`src/rtl/disp_pkg.sv`:
```
package disp_pkg;

  // source feeding the running-process register on a load
  typedef enum logic [1:0] {
    SEL_HI_FRONT = 2'd0,
    SEL_LO_FRONT = 2'd1,
    SEL_REQ      = 2'd2,
    SEL_PRM      = 2'd3
  } run_sel_e;

  // strobes from control to datapath, valid for one cycle
  typedef struct packed {
    logic     hiPush;     // append request id to high queue
    logic     hiPop;      // take front of high queue
    logic     loPushOld;  // append running id to low queue (slice expiry)
    logic     loPushNew;  // append request id to low queue (after loPushOld)
    logic     loPop;      // take front of low queue
    logic     runLoad;    // load running register from runSel
    run_sel_e runSel;
    logic     runClear;   // unit becomes idle
    logic     prmSave;    // park running low process in side slot
    logic     prmClear;   // side slot consumed
  } strobe_t;

endpackage

```
`src/rtl/ready_list.sv`:
```
module ready_list #(
  parameter int NUM_PROCS = 16,
  parameter int ID_W      = $clog2(NUM_PROCS)
) (
  input  logic            clk,
  input  logic            rst_n,
  input  logic            push0,
  input  logic [ID_W-1:0] data0,
  input  logic            push1,
  input  logic [ID_W-1:0] data1,
  input  logic            pop,
  output logic [ID_W-1:0] front,
  output logic            empty
);

  logic [ID_W-1:0] link [NUM_PROCS];
  logic [ID_W-1:0] back;
  logic [ID_W-1:0] frontNext, backNext, tail1;
  logic            remEmpty, emptyNext;

  // list left after the pop, before the appends
  always_comb begin
    remEmpty  = empty | (pop & (front == back));
    frontNext = front;
    backNext  = back;
    if (pop) frontNext = link[front];
    if (remEmpty) frontNext = push0 ? data0 : data1;
    if (push1)      backNext = data1;
    else if (push0) backNext = data0;
    emptyNext = remEmpty & ~push0 & ~push1;
    tail1     = push0 ? data0 : back;
  end

  always_ff @(posedge clk or negedge rst_n) begin
    if (!rst_n) begin
      front <= '0;
      back  <= '0;
      empty <= 1'b1;
      for (int i = 0; i < NUM_PROCS; i++) link[i] <= '0;
    end else begin
      front <= frontNext;
      back  <= backNext;
      empty <= emptyNext;
      if (push0) link[back]  <= data0;
      if (push1) link[tail1] <= data1;
    end
  end

  // never take an entry from an empty queue
  p_pop_nonempty_r5: assert property (@(posedge clk) disable iff (!rst_n)
    pop |-> !empty);

  // the queue is non-empty after any append
  p_push_fills_r5: assert property (@(posedge clk) disable iff (!rst_n)
    (push0 | push1) |=> !empty);

endmodule

```
`src/rtl/disp_datapath.sv`:
```
module disp_datapath
  import disp_pkg::*;
#(
  parameter int NUM_PROCS = 16,
  parameter int ID_W      = $clog2(NUM_PROCS)
) (
  input  logic            clk,
  input  logic            rst_n,
  input  strobe_t         stb,
  input  logic [ID_W-1:0] readyId,
  input  logic            readyHigh,
  output logic            runValid,
  output logic [ID_W-1:0] runId,
  output logic            runHigh,
  output logic            prmValid,
  output logic            hiEmpty,
  output logic            loEmpty
);

  localparam int NQ = 2;  // queue 0 high, queue 1 low

  logic [NQ-1:0]   qPush0, qPush1, qPop, qEmpty;
  logic [ID_W-1:0] qData0 [NQ];
  logic [ID_W-1:0] qFront [NQ];
  logic [ID_W-1:0] prmId;

  assign qPush0[0] = 1'b0;
  assign qData0[0] = runId;
  assign qPush1[0] = stb.hiPush;
  assign qPop[0]   = stb.hiPop;
  assign qPush0[1] = stb.loPushOld;
  assign qData0[1] = runId;
  assign qPush1[1] = stb.loPushNew;
  assign qPop[1]   = stb.loPop;

  for (genvar gq = 0; gq < NQ; gq++) begin : g_queue
    ready_list #(.NUM_PROCS(NUM_PROCS), .ID_W(ID_W)) list_i (
      .clk   (clk),
      .rst_n (rst_n),
      .push0 (qPush0[gq]),
      .data0 (qData0[gq]),
      .push1 (qPush1[gq]),
      .data1 (readyId),
      .pop   (qPop[gq]),
      .front (qFront[gq]),
      .empty (qEmpty[gq])
    );
  end

  assign hiEmpty = qEmpty[0];
  assign loEmpty = qEmpty[1];

  logic [ID_W-1:0] loadId;
  logic            loadHigh;

  always_comb begin
    unique case (stb.runSel)
      SEL_HI_FRONT: begin loadId = qFront[0]; loadHigh = 1'b1;      end
      SEL_LO_FRONT: begin loadId = qFront[1]; loadHigh = 1'b0;      end
      SEL_REQ:      begin loadId = readyId;   loadHigh = readyHigh; end
      default:      begin loadId = prmId;     loadHigh = 1'b0;      end
    endcase
  end

  always_ff @(posedge clk or negedge rst_n) begin
    if (!rst_n) begin
      runValid <= 1'b0;
      runId    <= '0;
      runHigh  <= 1'b0;
      prmValid <= 1'b0;
      prmId    <= '0;
    end else begin
      if (stb.runLoad) begin
        runValid <= 1'b1;
        runId    <= loadId;
        runHigh  <= loadHigh;
      end else if (stb.runClear) begin
        runValid <= 1'b0;
      end
      if (stb.prmSave) begin
        prmValid <= 1'b1;
        prmId    <= runId;
      end else if (stb.prmClear) begin
        prmValid <= 1'b0;
      end
    end
  end

  // only a running low process may be parked
  p_save_low_r7: assert property (@(posedge clk) disable iff (!rst_n)
    stb.prmSave |-> (runValid && !runHigh && !prmValid));

  // a parked process is resumed only onto a free unit, never twice
  p_resume_held_r7: assert property (@(posedge clk) disable iff (!rst_n)
    stb.prmClear |=> !prmValid);

endmodule

```
`src/rtl/disp_ctrl.sv`:
```
module disp_ctrl
  import disp_pkg::*;
#(
  parameter int SLICE_TICKS = 2,
  parameter int CNT_W       = $clog2(SLICE_TICKS + 1)
) (
  input  logic    clk,
  input  logic    rst_n,
  input  logic    readyReq,
  input  logic    readyHigh,
  input  logic    blockReq,
  input  logic    stopReq,
  input  logic    tick,
  input  logic    runValid,
  input  logic    runHigh,
  input  logic    prmValid,
  input  logic    hiEmpty,
  input  logic    loEmpty,
  output strobe_t stb
);

  localparam logic [CNT_W-1:0] LAST_TICK = CNT_W'(SLICE_TICKS - 1);

  logic [CNT_W-1:0] cnt, cntNext, prmCnt, prmCntNext;
  logic keep, expire, reqHi, reqLo, preempt, busy;

  always_comb begin
    keep    = runValid & ~(blockReq | stopReq);   // block applied first
    expire  = keep & ~runHigh & tick & (cnt == LAST_TICK);
    reqHi   = readyReq & readyHigh;
    reqLo   = readyReq & ~readyHigh;
    preempt = keep & ~expire & ~runHigh & reqHi;
    busy    = keep & ~expire;

    stb        = '0;
    stb.runSel = SEL_REQ;
    cntNext    = cnt;
    prmCntNext = prmCnt;

    if (preempt) begin
      stb.prmSave = 1'b1;
      stb.runLoad = 1'b1;
      stb.runSel  = SEL_REQ;
      prmCntNext  = cnt;
    end else if (busy) begin
      stb.hiPush    = reqHi;
      stb.loPushNew = reqLo;
      if (tick && !runHigh) cntNext = cnt + 1'b1;
    end else begin
      // unit is free this edge: pick best candidate
      stb.loPushOld = expire;
      if (!hiEmpty) begin
        stb.hiPop     = 1'b1;
        stb.runLoad   = 1'b1;
        stb.runSel    = SEL_HI_FRONT;
        stb.hiPush    = reqHi;
        stb.loPushNew = reqLo;
      end else if (reqHi) begin
        stb.runLoad = 1'b1;
        stb.runSel  = SEL_REQ;
      end else if (prmValid) begin
        stb.runLoad   = 1'b1;
        stb.runSel    = SEL_PRM;
        stb.prmClear  = 1'b1;
        stb.loPushNew = reqLo;
        cntNext       = prmCnt;
      end else if (!loEmpty) begin
        stb.loPop     = 1'b1;
        stb.runLoad   = 1'b1;
        stb.runSel    = SEL_LO_FRONT;
        stb.loPushNew = reqLo;
        cntNext       = '0;
      end else if (expire) begin
        // sole low process: it keeps the unit with a fresh slice
        stb.loPushOld = 1'b0;
        stb.loPushNew = reqLo;
        cntNext       = '0;
      end else if (reqLo) begin
        stb.runLoad = 1'b1;
        stb.runSel  = SEL_REQ;
        cntNext     = '0;
      end else begin
        stb.runClear = 1'b1;
      end
    end
  end

  always_ff @(posedge clk or negedge rst_n) begin
    if (!rst_n) begin
      cnt    <= '0;
      prmCnt <= '0;
    end else begin
      cnt    <= cntNext;
      prmCnt <= prmCntNext;
    end
  end

  // a high process survives ticks while neither block nor stop is raised
  p_high_no_slice_r3: assert property (@(posedge clk) disable iff (!rst_n)
    (runValid && runHigh && !blockReq && !stopReq) |=> (runValid && runHigh));

  // idle only when nothing at all is waiting
  p_idle_means_empty_r11: assert property (@(posedge clk) disable iff (!rst_n)
    !runValid |-> (hiEmpty && loEmpty && !prmValid));

  // a parked low process exists only beneath a running high process
  p_parked_under_high_r7: assert property (@(posedge clk) disable iff (!rst_n)
    prmValid |-> (runValid && runHigh));

  // a low process never runs while high work waits
  p_low_only_without_high_r7: assert property (@(posedge clk) disable iff (!rst_n)
    (runValid && !runHigh) |-> hiEmpty);

  // counted ticks stay inside the slice
  p_cnt_in_slice_r9: assert property (@(posedge clk) disable iff (!rst_n)
    (cnt < CNT_W'(SLICE_TICKS)) && (prmCnt < CNT_W'(SLICE_TICKS)));

endmodule

```
`src/rtl/proc_dispatcher.sv`:
```
module proc_dispatcher
  import disp_pkg::*;
#(
  parameter int NUM_PROCS   = 16,
  parameter int SLICE_TICKS = 2,
  parameter int ID_W        = $clog2(NUM_PROCS)
) (
  input  logic            clk,
  input  logic            rst_n,
  input  logic            readyReq,
  input  logic [ID_W-1:0] readyId,
  input  logic            readyHigh,
  input  logic            blockReq,
  input  logic            stopReq,
  input  logic            tick,
  output logic            runValid,
  output logic [ID_W-1:0] runId,
  output logic            runHigh
);

  strobe_t stb;
  logic    prmValid, hiEmpty, loEmpty;

  disp_ctrl #(.SLICE_TICKS(SLICE_TICKS)) ctrl_i (
    .clk       (clk),
    .rst_n     (rst_n),
    .readyReq  (readyReq),
    .readyHigh (readyHigh),
    .blockReq  (blockReq),
    .stopReq   (stopReq),
    .tick      (tick),
    .runValid  (runValid),
    .runHigh   (runHigh),
    .prmValid  (prmValid),
    .hiEmpty   (hiEmpty),
    .loEmpty   (loEmpty),
    .stb       (stb)
  );

  disp_datapath #(.NUM_PROCS(NUM_PROCS), .ID_W(ID_W)) dp_i (
    .clk       (clk),
    .rst_n     (rst_n),
    .stb       (stb),
    .readyId   (readyId),
    .readyHigh (readyHigh),
    .runValid  (runValid),
    .runId     (runId),
    .runHigh   (runHigh),
    .prmValid  (prmValid),
    .hiEmpty   (hiEmpty),
    .loEmpty   (loEmpty)
  );

endmodule

```
`config.mk`:
```
export PLATFORM = sky130hd
export DESIGN_NAME = proc_dispatcher
export DESIGN_NICKNAME = d
export VERILOG_FILES = /design/src/rtl/disp_pkg.sv /design/src/rtl/ready_list.sv /design/src/rtl/disp_datapath.sv /design/src/rtl/disp_ctrl.sv /design/src/rtl/proc_dispatcher.sv
export SDC_FILE = /design/constraint.sdc
export NUM_CORES = 1
export LEC_CHECK = 0
export ABC_AREA = 1
export BUFFER_PORTS_ARGS = -buffer_cell sky130_fd_sc_hd__clkbuf_2
export CORE_MARGIN = 1.5
export CORE_UTILIZATION = 32
export DETAILED_ROUTE_END_ITERATION = 10
export PLACE_DENSITY = 0.58
export REMOVE_ABC_BUFFERS = 1
export SLEW_MARGIN = 20
export SYNTH_ARGS = -nofsm -noshare
export SYNTH_HDL_FRONTEND = slang
export SYNTH_HIERARCHICAL = 1
export SYNTH_SLANG_ARGS = --single-unit
```
`constraint.sdc`:
```
create_clock -name clk -period 2.2 [get_ports clk]
set_input_delay 0.11 -clock clk [delete_from_list [all_inputs] [get_ports clk]]
set_output_delay 0.11 -clock clk [all_outputs]
set_load 0.02 [all_outputs]
```
* After elaboration in Yosys (flattened, before gate mapping)
Cells that the tools add are included.
** Storage, ports and cells
- Register bits after elaboration :: 161
- Output and inout bits :: 6
- Logic and storage cells :: 178
- Input port bits :: 11
** Operators by class
- Equal/unequal tests :: 8
- Multiplexer cells :: 74
- Add/sub/neg operators :: 1
- Reductions and logical operators :: 12
- Order comparisons :: 8
- Bitwise gates (word level) :: 30
** Operators with widths (count)
- $bwmux W64 :: 3
- $mux W64 :: 2
- $mux W4 :: 15
- $demux W4 S4 :: 3
- $bmux W4 S4 :: 2
- $mux W1 :: 28
- $ge A5 B5 Y1 const B :: 5
- $not A4 Y5 :: 5
- $mux W3 :: 7
- $mux W2 :: 10
- $lt A5 B1 Y1 const B :: 3
- $and A1 B1 Y1 :: 14
- $pmux W4 S3 :: 1
- $mux W5 :: 2
- $reduce_bool A2 Y1 :: 5
- $eq A4 B4 Y1 :: 2
- $not A1 Y1 :: 8
- $ne A5 B4 Y1 const B :: 1
- $reduce_and A5 Y1 :: 1
- $eq A2 B1 Y1 const B :: 2
- $logic_and A1 B1 Y1 :: 4
- $ne A2 B2 Y1 const B :: 2
- $or A1 B1 Y1 :: 3
- $add A2 B1 Y2 const B :: 1
- 4 further kinds :: 4

* Logic depth before layout (Yosys ltp)
Gate-level depths: netlist (run 1).
- Word-level depth :: 21
- Depth in mapped cells :: 17

* Modules after synthesis
The synthesis (run 1) kept the hierarchy.
** By module, submodules not included
- ready_list :: cells each 672, area each 4426.7 um2, times used 2
- disp_datapath :: cells each 72, area each 558.0 um2, times used 1
- disp_ctrl :: cells each 74, area each 461.7 um2, times used 1

* Worst setup path after synthesis (run 1)
No wires, ideal clock.
- Kind :: register to register
- Start point :: register dp_i.runValid
- End point :: register dp_i/g_queue[1].list_i/link[23] in the netlist's numbering
- Cell stages (with the launch flop) :: 14
- Arrival time :: 2272 ps
- Setup time :: 135 ps
- Setup slack :: -208 ps
- Cell sequence :: dfrtp_1 -> nand2_2 -> nor2_4 -> buf_6 -> nand2_2 -> a21oi_1 -> buf_4 -> inv_2 -> nor3_2 -> nand2_1 -> nand2_1 -> o21ai_0 -> nor2_1 -> a21oi_1
** RTL lines
- start, declared :: line disp_datapath.sv:12 : output logic runValid,
- start signal, assigned :: line disp_datapath.sv:67 : runValid <= 1'b0;
- start signal, assigned :: line disp_datapath.sv:74 : runValid <= 1'b1;
- start signal, assigned :: line disp_datapath.sv:78 : runValid <= 1'b0;
- end signal, assigned by index :: line ready_list.sv:44 : if (push0) link[back] <= data0;
- end signal, assigned by index :: line ready_list.sv:45 : if (push1) link[tail1] <= data1;
- end, declared :: line ready_list.sv:16 : logic [ID_W-1:0] link [NUM_PROCS];

==> impl_metrics.json, run 1 <==
{
  "run_status": "finished with violations",
  "violations": "setup timing",
  "grt-ovfl-total": 0,
  "clock_path_buffers": 2,
  "grt_pass1_wl_um": 49900,
  "switchingPower_w": 0.00679,
  "drv_slew": 0,
  "maxCapViolations": 0,
  "grt_max_degree": 51,
  "crit_fanout": 8,
  "final_area_sq_um": 12300,
  "r2r_start": "ctrl_i/cnt[1]",
  "startpoint_type": "flip-flop",
  "power_frac_seq_pct": 32.6,
  "antennaDiodeCount": 0,
  "critical_path_required_ns": 2.51,
  "vias_per_cell": 4.92,
  "boundaryPins": 17,
  "yosysWarnings": 6,
  "avgSynthCellArea_sq_um": 6.63,
  "row_count": 64,
  "first_global_vias": 9157,
  "worstHoldPathCells": 5,
  "vias": 9839,
  "core_region_area_sq_um": 30500,
  "ys_ff_latch": 161,
  "drc": 0,
  "start_util_pct": 32.4,
  "wire_per_inst_um": 15.8,
  "pre_cts_slack_ns": -0.156,
  "finalHoldViolations": 0,
  "final-setup-viol-count": 9,
  "final_common_cell": "nand2_1",
  "first_iter_violations": 651,
  "synth_edf_count": 0,
  "final_util_pct": 40.4,
  "syn-instance-count": 1490,
  "fin_crit_sh_pct": 103,
  "worst_hold_slack_ns": 0.0595,
  "p_sw_share_pct": 43.8,
  "crit_type": "flip-flop to flip-flop",
  "io_buffers": 16,
  "pwr-share-comb_pct": 47.4,
  "antenna_left": 0,
  "clock-skew-final_ns": 0.00958,
  "rsz0062_at_grt": "true",
  "root_buffer": "clkbuf_16",
  "clock_latency_ns": 0.44,
  "ir_drop_uv": 592,
  "internal-power_w": 0.00870,
  "clkTransAtPathRegs_ns": 0.06,
  "relSlewSlack_pct": 41.4,
  "drt_pass1_iterations": 5,
  "max_freq_ghz": 0.443,
  "whs_endpoint": "dp_i/runId[3]",
  "dieArea_sq_um": 31900,
  "die_w_um": 179,
  "timing.rr.end": "dp_i/g_queue[1].list_i/link[58]",
  "synthArstFlopShare_pct": 100,
  "layout_common_cells": "nand2_1 (486), o21ai_0 (182), dfrtp_1 (159)",
  "period_needed_ns": 2.26,
  "netlist_area_sq_um": 9870,
  "antenna_found_initial": 0,
  "dp_hpwl_um": 21700,
  "p_leak_nw": 6.05,
  "htree_levels": 4,
  "cp-end-kind": "flip-flop",
  "p_clk_share_pct": 19.9,
  "worstHoldStart": "readyId[3]",
  "critical_path_arrival_ns": 2.57,
  "synth_cell_types": 34,
  "power_density_nw_per_um2": 1260,
  "ys.flop_type": "dfrtp_1",
  "die_y_um": 179,
  "tightest_slew_ns": 0.876,
  "cts_buffers": 17,
  "syn2layout_area_growth_pct": 24.9,
  "total_power_w": 0.0155,
  "drive_above_1_share_pct": 20.2,
  "reg2reg_depth": 16,
  "final_nets": 1602,
  "post_dp_cell_area_sq_um": 11000,
  "cts_sinks": 161,
  "fin_ws_ns": -0.0578,
  "worst-r2r-setup-slack_ns": -0.06,
  "drt-total-wl_um": 31500,
  "synth_seq_area_share_pct": 40.8,
  "hp-class": "primary input to flip-flop",
  "gp_congestion": 0.935,
  "tritoncts": "built",
  "grt_use_total_pct": 20.5
}
[synthesized netlist by cell type (all sizes together) (6+ instances only)]
cell type	count	area (sq um)
nand2	558	2110
o21ai	253	1300
inv	175	657
dfrtp	159	3980
nand3	124	631
nor2	84	390
a21oi	50	254
clkbuf	33	124
nor3	16	153
buf	14	88.8
clkinv	6	23.8
or2	6	37.5
[worst max-delay path by stage]
| stage | to | from | cells after the start | slack, ns |
|---|---|---|---|---|
| floorplan | dp_i/g_queue[1].list_i/link[20] | dp_i/runValid | 12 | -0.52 |
| global placement | dp_i/g_queue[1].list_i/link[18] | ctrl_i/cnt[1] | 15 | -0.14 |
| detailed placement | dp_i/g_queue[1].list_i/link[16] | ctrl_i/cnt[1] | 15 | -0.16 |
| CTS | dp_i/g_queue[1].list_i/link[43] | ctrl_i/cnt[1] | 14 | -0.02 |
| global route | dp_i/g_queue[1].list_i/link[58] | ctrl_i/cnt[1] | 16 | -0.15 |
| finish | dp_i/g_queue[1].list_i/link[58] | ctrl_i/cnt[1] | 16 | -0.06 |
[state kept, by name (all words and copies together), names as in the netlist]
register                   count
dp_i/prmId                     4
dp_i/g_queue.list_i/link     128
dp_i/prmValid                  1
dp_i/runId                     4
ctrl_i/cnt                     2
ctrl_i/prmCnt                  2
dp_i/g_queue.list_i/front      8
dp_i/g_queue.list_i/empty      2
dp_i/g_queue.list_i/back       8
dp_i/runValid                  1
dp_i/runHigh                   1
[metrics by stage]
step	cells	TNS [ns]
6_report	1999	-0.363
5_1_grt	1999	-4.56
4_1_cts	1989	-0.0604
3_5_place_dp	1948	-5.55
3_3_place_gp	1948	-4.31
2_1_floorplan	1449	-26.31
[per-layer routing]
metal  track usage, %  part of all wire (%)  routed length, um  up-vias
met5                0                     0                  0        -
met4             6.91                   2.8                884        0
met2             34.1                    48              15100      242
li1                 -                     -                  -     4950
met3             2.99                   4.3               1360       58
met1             27.3                    45              14200     4589
[kinds of logic after synthesis]
kind of cell / synth area share, %
compound gates: 16.0
fa+ha+maj: 0.127
buf+inv: 9.05
flops: 40.8
other cells: 0.0380
simple gates: 34.0
[power groups by stage]
stage                     Combinational [W]  Sequential (W)  Clock [W]
after floorplan                     0.00443         0.00510          0
after global placement              0.00684         0.00501          0
after detailed placement            0.00689         0.00503          0
after CTS                           0.00699         0.00500    0.00315
after global routing                0.00838         0.00521    0.00326
final                               0.00735         0.00505    0.00309
[worst max-delay path: stages, from the launching register on]
cell     delay (ns)
dfrtp_1        0.39
inv_2          0.07
ha_4           0.13
inv_2          0.03
nor2_2         0.10
nand2_2        0.08
a21oi_4        0.17
buf_6          0.16
buf_6          0.12
o21ai_4        0.08
buf_6          0.13
nor3_4         0.17
buf_6          0.15
nand3_2        0.09
buf_6          0.15
nand2_2        0.05
o21ai_1        0.05
[repair_timing]
| item | in CTS | in global routing |
|---|---|---|
| cloned | 1 | 0 |
| hold buffers | 1 | 0 |
| setup endpoints to repair | 66 | 99 |
| buffers inserted | 7 | 12 |
| gates resized for setup | 62 | 149 |
| pin swaps | 20 | 47 |
| hold endpoints to repair | 46 | 0 |
[cell type report]
| cell class | count | area [sq um] |
|---|---|---|
| flip-flops and latches | 161 | 4030 |
| repair buffers | 122 | 978 |
| fillers | 3135 | 18200 |
| clock buffers | 24 | 502 |
| clock inverters | 8 | 100 |
| well taps | 396 | 495 |
| inverters | 181 | 693 |
| multi-input cells | 1107 | 5530 |
No activity file was read; power rests on OpenSTA's default activity.
==> inputs of run 2 (changes only) <==
Settings changed: RECOVER_POWER from default to 100, SYNTH_HIERARCHICAL 1 to default.
==> run 2 against run 1 <==
Compared with the run above:
- the run ends with capacitance limit, slew limit left
- die area up 2.4%
- register-to-register slack better by 0.23 ns
- critical path depth down 4
- cell area down 6.7%
- clock power down 2%
- total power down 5.6%
==> impl_metrics.json, run 2 <==
{
  "cp-end-kind": "flip-flop",
  "largest_reg_flops": 128,
  "io_buffers": 16,
  "boundaryPins": 17,
  "drive_above_1_share_pct": 9.64,
  "grt-ovfl-total": 0,
  "tritoncts": "built",
  "internal-power_w": 0.00826,
  "netlist_area_sq_um": 10100,
  "core_region_area_sq_um": 30800,
  "synthTopCellsByArea": "dfrtp_1 (39%), nand2_1 (21%), nand3_1 (8.7%)",
  "syn-instance-count": 1515,
  "pre_cts_slack_ns": 0.0893,
  "yosysTopAreaCellShare_pct": 39.3,
  "crit_path_start": "ctrl_i.cnt[1]",
  "use_met2_pct": 32.6,
  "synthArstFlopShare_pct": 100,
  "die_y_um": 181,
  "final_area_sq_um": 11500,
  "crit_type": "flip-flop to flip-flop",
  "clock-skew-final_ns": 0.0123,
  "critical_path_arrival_ns": 2.35,
  "antenna_left": 0,
  "grt-busiest-layer": "met2",
  "dieArea_sq_um": 32700,
  "syn2layout_area_growth_pct": 13.7,
  "grt_use_met3_pct": 2.66,
  "final_nets": 1536,
  "synthTopCellsByCount": "nand2_1 (564), nand3_1 (175), dfrtp_1 (159)",
  "wire_per_inst_um": 16.4,
  "period_needed_ns": 2.03,
  "switchingPower_w": 0.00636,
  "critical_path_required_ns": 2.52,
  "power_frac_seq_pct": 35.9,
  "antenna_found_initial": 0,
  "antennaDiodeCount": 0,
  "grt_max_degree": 57,
  "p_sw_share_pct": 43.5,
  "p_clk_share_pct": 20.8,
  "power_density_nw_per_um2": 1270,
  "die_w_um": 181,
  "crit_fanout": 20,
  "total_power_w": 0.0146,
  "r2r_start": "ctrl_i.cnt[1]",
  "run_status": "finished with violations",
  "final-setup-viol-count": 0,
  "final_common_cell": "nand2_1",
  "p_leak_nw": 5.74,
  "root_buffer": "clkbuf_16",
  "reg_top3": "dp_i.g_queue.list_i.link (128), dp_i.g_queue.list_i.back (8), dp_i.g_queue.list_i.front (8)",
  "worst_hold_slack_ns": 0.119,
  "cts_sinks": 161,
  "yosysTopAreaCell": "dfrtp_1",
  "synth_seq_area_share_pct": 39.9,
  "cts_buffers": 17,
  "synth_edf_count": 0,
  "largest-register": "dp_i.g_queue.list_i.link",
  "first_global_vias": 9253,
  "layout_common_cells": "nand2_1 (562), nand3_1 (175), dfrtp_1 (159)",
  "pwr-share-comb_pct": 43.3,
  "grt.met1_usage_pct": 26.2,
  "drv_slew": 57,
  "yosysMostFrequentCell": "nand2_1",
  "avgSynthCellArea_sq_um": 6.68,
  "fin_crit_sh_pct": 92.3,
  "grt_use_total_pct": 19.7,
  "dp_hpwl_um": 21100,
  "maxCapViolations": 1,
  "clock_latency_ns": 0.44,
  "drc": 0,
  "ys_ff_latch": 161,
  "vias": 9912,
  "post_dp_cell_area_sq_um": 10900,
  "violations": "capacitance limit, slew limit",
  "hp-class": "primary input to flip-flop",
  "htree_levels": 4,
  "tightest_slew_ns": 1.53,
  "drt_pass1_iterations": 5,
  "fin_ws_ns": 0.170,
  "row_count": 64,
  "ys.flop_type": "dfrtp_1",
  "finalHoldViolations": 0,
  "start_util_pct": 32.8,
  "grt_pass1_wl_um": 50800,
  "ir_drop_uv": 559,
  "drt-total-wl_um": 31600,
  "startpoint_type": "flip-flop",
  "yosysWarnings": 0,
  "first_iter_violations": 875,
  "clock_path_buffers": 2,
  "max_freq_ghz": 0.493,
  "final_util_pct": 37.3,
  "relSlewSlack_pct": -1.86,
  "gp_congestion": 0.906,
  "synth_cell_types": 33,
  "worstHoldStart": "readyHigh",
  "clkTransAtPathRegs_ns": 0.07,
  "vias_per_cell": 5.13
}
[run 2: changes by cell type in the layout (fill, tap and decap cells not counted), moves of 47 or more]
cell	previous run	this run
nor2_1	50	135
nand2_1	486	562
o21bai_1	1	48
nand3_1	116	175
o21ai_1	60	6
inv_1	153	99
[run 2: per-stage QoR]
stage | TNS, ns | cells
after global placement | 0 | 1895
after global routing | -0.0322 | 1932
after CTS | 0 | 1928
after floorplan | -16.63 | 1428
after detailed placement | 0 | 1895
final | 0 | 1932
[run 2: cell type report]
cell class | instances | area (sq um)
inverter | 113 | 424
clock buffer | 21 | 460
tap | 396 | 495
clock inverter | 10 | 124
multi-input combinational | 1155 | 5290
timing repair buffer | 76 | 677
fill | 3262 | 19300
sequential | 161 | 4030
[run 2: layer usage]
metal | part of all wire (%) | wire length (um)
met2 | 47 | 14800
met4 | 2.3 | 741
met5 | 0 | 0
met3 | 5.3 | 1690
met1 | 45 | 14400
[run 2: power by group through the flow]
stage                     logic, W  clock network, W  registers (W)
after global placement     0.00617                 0        0.00524
after CTS                  0.00629           0.00311        0.00523
after floorplan            0.00409                 0        0.00511
after global routing       0.00720           0.00321        0.00539
after detailed placement   0.00626                 0        0.00527
final                      0.00633           0.00304        0.00524
[run 2: kinds of logic after synthesis]
| kind of cell | count (synthesis) | share of synthesized area, % |
|---|---|---|
| compound gates | 232 | 13.4 |
| xor+xnor | 4 | 0.346 |
| fa+ha+maj | 1 | 0.124 |
| buf+inv | 200 | 8.30 |
| flops | 161 | 39.9 |
| mux | 1 | 0.111 |
| simple gates | 916 | 37.9 |
[run 2: worst paths after layout]
kind / depth (start not counted) / slack (ns) / endpoint
max: 12 / 0.17 / dp_i.g_queue[1].list_i.link[62]
min: 5 / 0.12 / dp_i.runHigh
max reg2reg: 12 / 0.17 / dp_i.g_queue[1].list_i.link[62]
min reg2reg: 2 / 0.46 / dp_i.g_queue[0].list_i.link[16]
max in group asynchronous: 3 / 0.37 / dp_i.g_queue[1].list_i.link[34]
min in group asynchronous: 2 / 0.62 / ctrl_i.cnt[0]
[run 2: critical path: stages, from the launching register on]
cell and delay, ns:
dfrtp_1 0.38, inv_1 0.08, ha_2 0.20, nand3_4 0.15, nor2_8 0.18, nand2_8 0.12, nand2_1 0.08, nand2_1 0.11
nor2_2 0.16, buf_6 0.19, nand2_1 0.13, nand2_1 0.08, nand2_1 0.05
[run 2: repair_timing]
action / 4_1_cts / 5_1_grt
buffers inserted: 0 / 3
gates resized for setup: 0 / 8
endpoints found under the hold margin: 52 / 0
hold buffers: 2 / 0
endpoints found under the setup margin: 0 / 53
==> inputs of run 3 (changes only) <==
Settings changed: PLACE_DENSITY 0.58 to 0.44.
==> run 3 against run 2 <==
Compared with the run above:
- the flow now finishes without violations
- wire length increased by 12%
- largest cell class unchanged
- die area unchanged
- highest routed layer unchanged
- hold slack got worse by 0.039 ns
- maximum frequency about the same
- sequential power decreased by 2%
- total power increased by 2.8%
- final cell count increased by 0.36%
- first-iteration DRC count decreased by 19%
- critical path depth decreased by 3
- clock skew about the same
==> impl_metrics.json, run 3 (same netlist as run 2, synthesis figures left out) <==
{
  "layout_common_cells": "nand2_1 (564), nand3_1 (175), dfrtp_1 (159)",
  "pre_cts_slack_ns": 0.0289,
  "drc": 0,
  "htree_levels": 4,
  "crit_path_top_delay_cell": "dfrtp_1",
  "crit_fanout": 13,
  "grt-ovfl-total": 0,
  "fin_ws_ns": 0.170,
  "worstPathCellList": "ha_1 -> nand3_4 -> nor2_8 -> nand2_4 -> nand2_1 -> nand2_1 -> nand3_2 -> o21bai_1 -> nand2_1",
  "die_y_um": 181,
  "final_nets": 1542,
  "drt-total-wl_um": 35500,
  "boundaryPins": 17,
  "io_buffers": 16,
  "max_freq_ghz": 0.493,
  "first_iter_violations": 711,
  "cp-end-kind": "flip-flop",
  "drive_above_1_share_pct": 9.85,
  "gp_congestion": 0.849,
  "maxCapViolations": 0,
  "drv_slew": 0,
  "largest_reg_flops": 128,
  "critPathTopFamily": "simple AND/OR/NAND/NOR gates",
  "period_needed_ns": 2.03,
  "vias": 9781,
  "crit_type": "flip-flop to flip-flop",
  "finalHoldViolations": 0,
  "run_status": "complete, no violations",
  "grt.met1_usage_pct": 30.3,
  "crit_path_start": "ctrl_i.cnt[0]",
  "largest-register": "dp_i.g_queue.list_i.link",
  "final-setup-viol-count": 0,
  "reg2reg_depth": 9,
  "clkTransAtPathRegs_ns": 0.07,
  "grt-busiest-layer": "met2",
  "final_common_cell": "nand2_1",
  "critical_path_required_ns": 2.53,
  "startpoint_type": "flip-flop",
  "cp.buffers_inverters": 0,
  "clock_latency_ns": 0.45,
  "worst-r2r-setup-slack_ns": 0.17,
  "grt_max_degree": 46,
  "cts_sinks": 161,
  "vias_per_cell": 5.04,
  "clock-skew-final_ns": 0.0125,
  "core_region_area_sq_um": 30800,
  "grt_pass1_wl_um": 56800,
  "n_fill_cell": 3377,
  "antenna_left": 0,
  "die_w_um": 181,
  "fin_crit_sh_pct": 92.3,
  "total_power_w": 0.0150,
  "reg_top3": "dp_i.g_queue.list_i.link (128), dp_i.g_queue.list_i.back (8), dp_i.g_queue.list_i.front (8)",
  "dp_hpwl_um": 23400,
  "crit_path_end": "dp_i.g_queue[1].list_i.link[8]",
  "timing.rr.end": "dp_i.g_queue[1].list_i.link[8]",
  "p_leak_nw": 5.78,
  "grt_use_total_pct": 22.6,
  "critPathMaxStageDelay_ns": 0.41,
  "r2r_start": "ctrl_i.cnt[0]",
  "dpl.cell_count": 1903,
  "hp-class": "primary input to flip-flop",
  "use_met2_pct": 37.8,
  "syn2layout_area_growth_pct": 14.2,
  "antennaDiodeCount": 0,
  "tritoncts": "built",
  "antenna_found_initial": 0,
  "rsz0062_at_grt": "false",
  "drt_pass1_iterations": 5,
  "cpMostUsedCell": "nand2_1",
  "first_global_vias": 9480,
  "clock_path_buffers": 2,
  "seqCellArea_sq_um": 4030,
  "cts_buffers": 17,
  "tightest_slew_ns": 1.22,
  "row_count": 64,
  "wire_per_inst_um": 18.3,
  "dieArea_sq_um": 32700,
  "relSlewSlack_pct": 18.5,
  "start_util_pct": 32.8,
  "final_cells": 1939,
  "cp.depth": 9,
  "critical_path_arrival_ns": 2.36,
  "grt_use_met3_pct": 3.04,
  "root_buffer": "clkbuf_16",
  "power_density_nw_per_um2": 1300,
  "ir_drop_uv": 647,
  "multi_input_area_sq_um": 5290
}
## run 3: cell count changes in the layout (fill, tap and decap cells not counted), moves of 3 or more
| cell | change |
|---|---|
| buf_12 | -4 |
| buf_4 | +4 |
| clkbuf_2 | +4 |
| nor2_4 | +4 |
| buf_6 | -3 |
| clkbuf_4 | +3 |
| inv_2 | -3 |
| inv_6 | -3 |
| nor2_2 | -3 |
## run 3: worst min-delay path: cells and delay by family
family / cells / cell delay [ns]
simple gates: 3 / 0.19
compound gates: 1 / 0.07
buf+inv: 1 / 0.11
## run 3: repair_timing
| action | in CTS | in global routing |
|---|---|---|
| buffers inserted | 0 | 0 |
| hold buffers | 2 | 0 |
| endpoints found under the setup margin | 0 | 64 |
| hold endpoints to repair | 41 | 0 |
| gates resized for setup | 0 | 8 |
## run 3: worst min path at each step
| stage | startpoint | endpoint | cells after the start |
|---|---|---|---|
| 2_1_floorplan | rst_n | ctrl_i.cnt[0] | 0 |
| 3_3_place_gp | rst_n | dp_i.g_queue[1].list_i.link[52] | 1 |
| 3_5_place_dp | rst_n | dp_i.g_queue[1].list_i.link[54] | 1 |
| 4_1_cts | readyHigh | dp_i.runHigh | 5 |
| 5_1_grt | readyHigh | dp_i.runHigh | 5 |
| 6_report | readyHigh | dp_i.runHigh | 5 |
## run 3: through the flow
stage / setup TNS [ns] / util (%) / area (sq um) / hold slack [ns]
floorplan: -16.63 / - / 9700 / -0.186
global placement: 0 / 35.2 / 10900 / 0.0871
detailed placement: 0 / 35.2 / 10900 / 0.0851
CTS: 0 / 37.4 / 11500 / 0.0756
global route: 0 / 37.5 / 11500 / 0.148
finish: 0 / 37.5 / 11500 / 0.0806
## run 3: metal layers
layer / routed length [um] / part of all wire (%)
met1: 16400 / 46
met2: 17300 / 49
met3: 1200 / 3.4
met4: 655 / 1.8
met5: 0 / 0
## run 3: power by group
part | internal, W | switching [W]
Clock | 0.00200 | 0.00135
Combinational | 0.00229 | 0.00423
Sequential | 0.00420 | 0.000961
Total | 0.00849 | 0.00654
## run 3: cell type report
type | count | area share, %
clock buffers | 20 | 4.04
flip-flops and latches | 161 | 34.9
repair buffers | 82 | 5.75
clock inverters | 12 | 1.56
well taps | 396 | 4.29
multi-input cells | 1155 | 45.8
inverters | 113 | 3.69
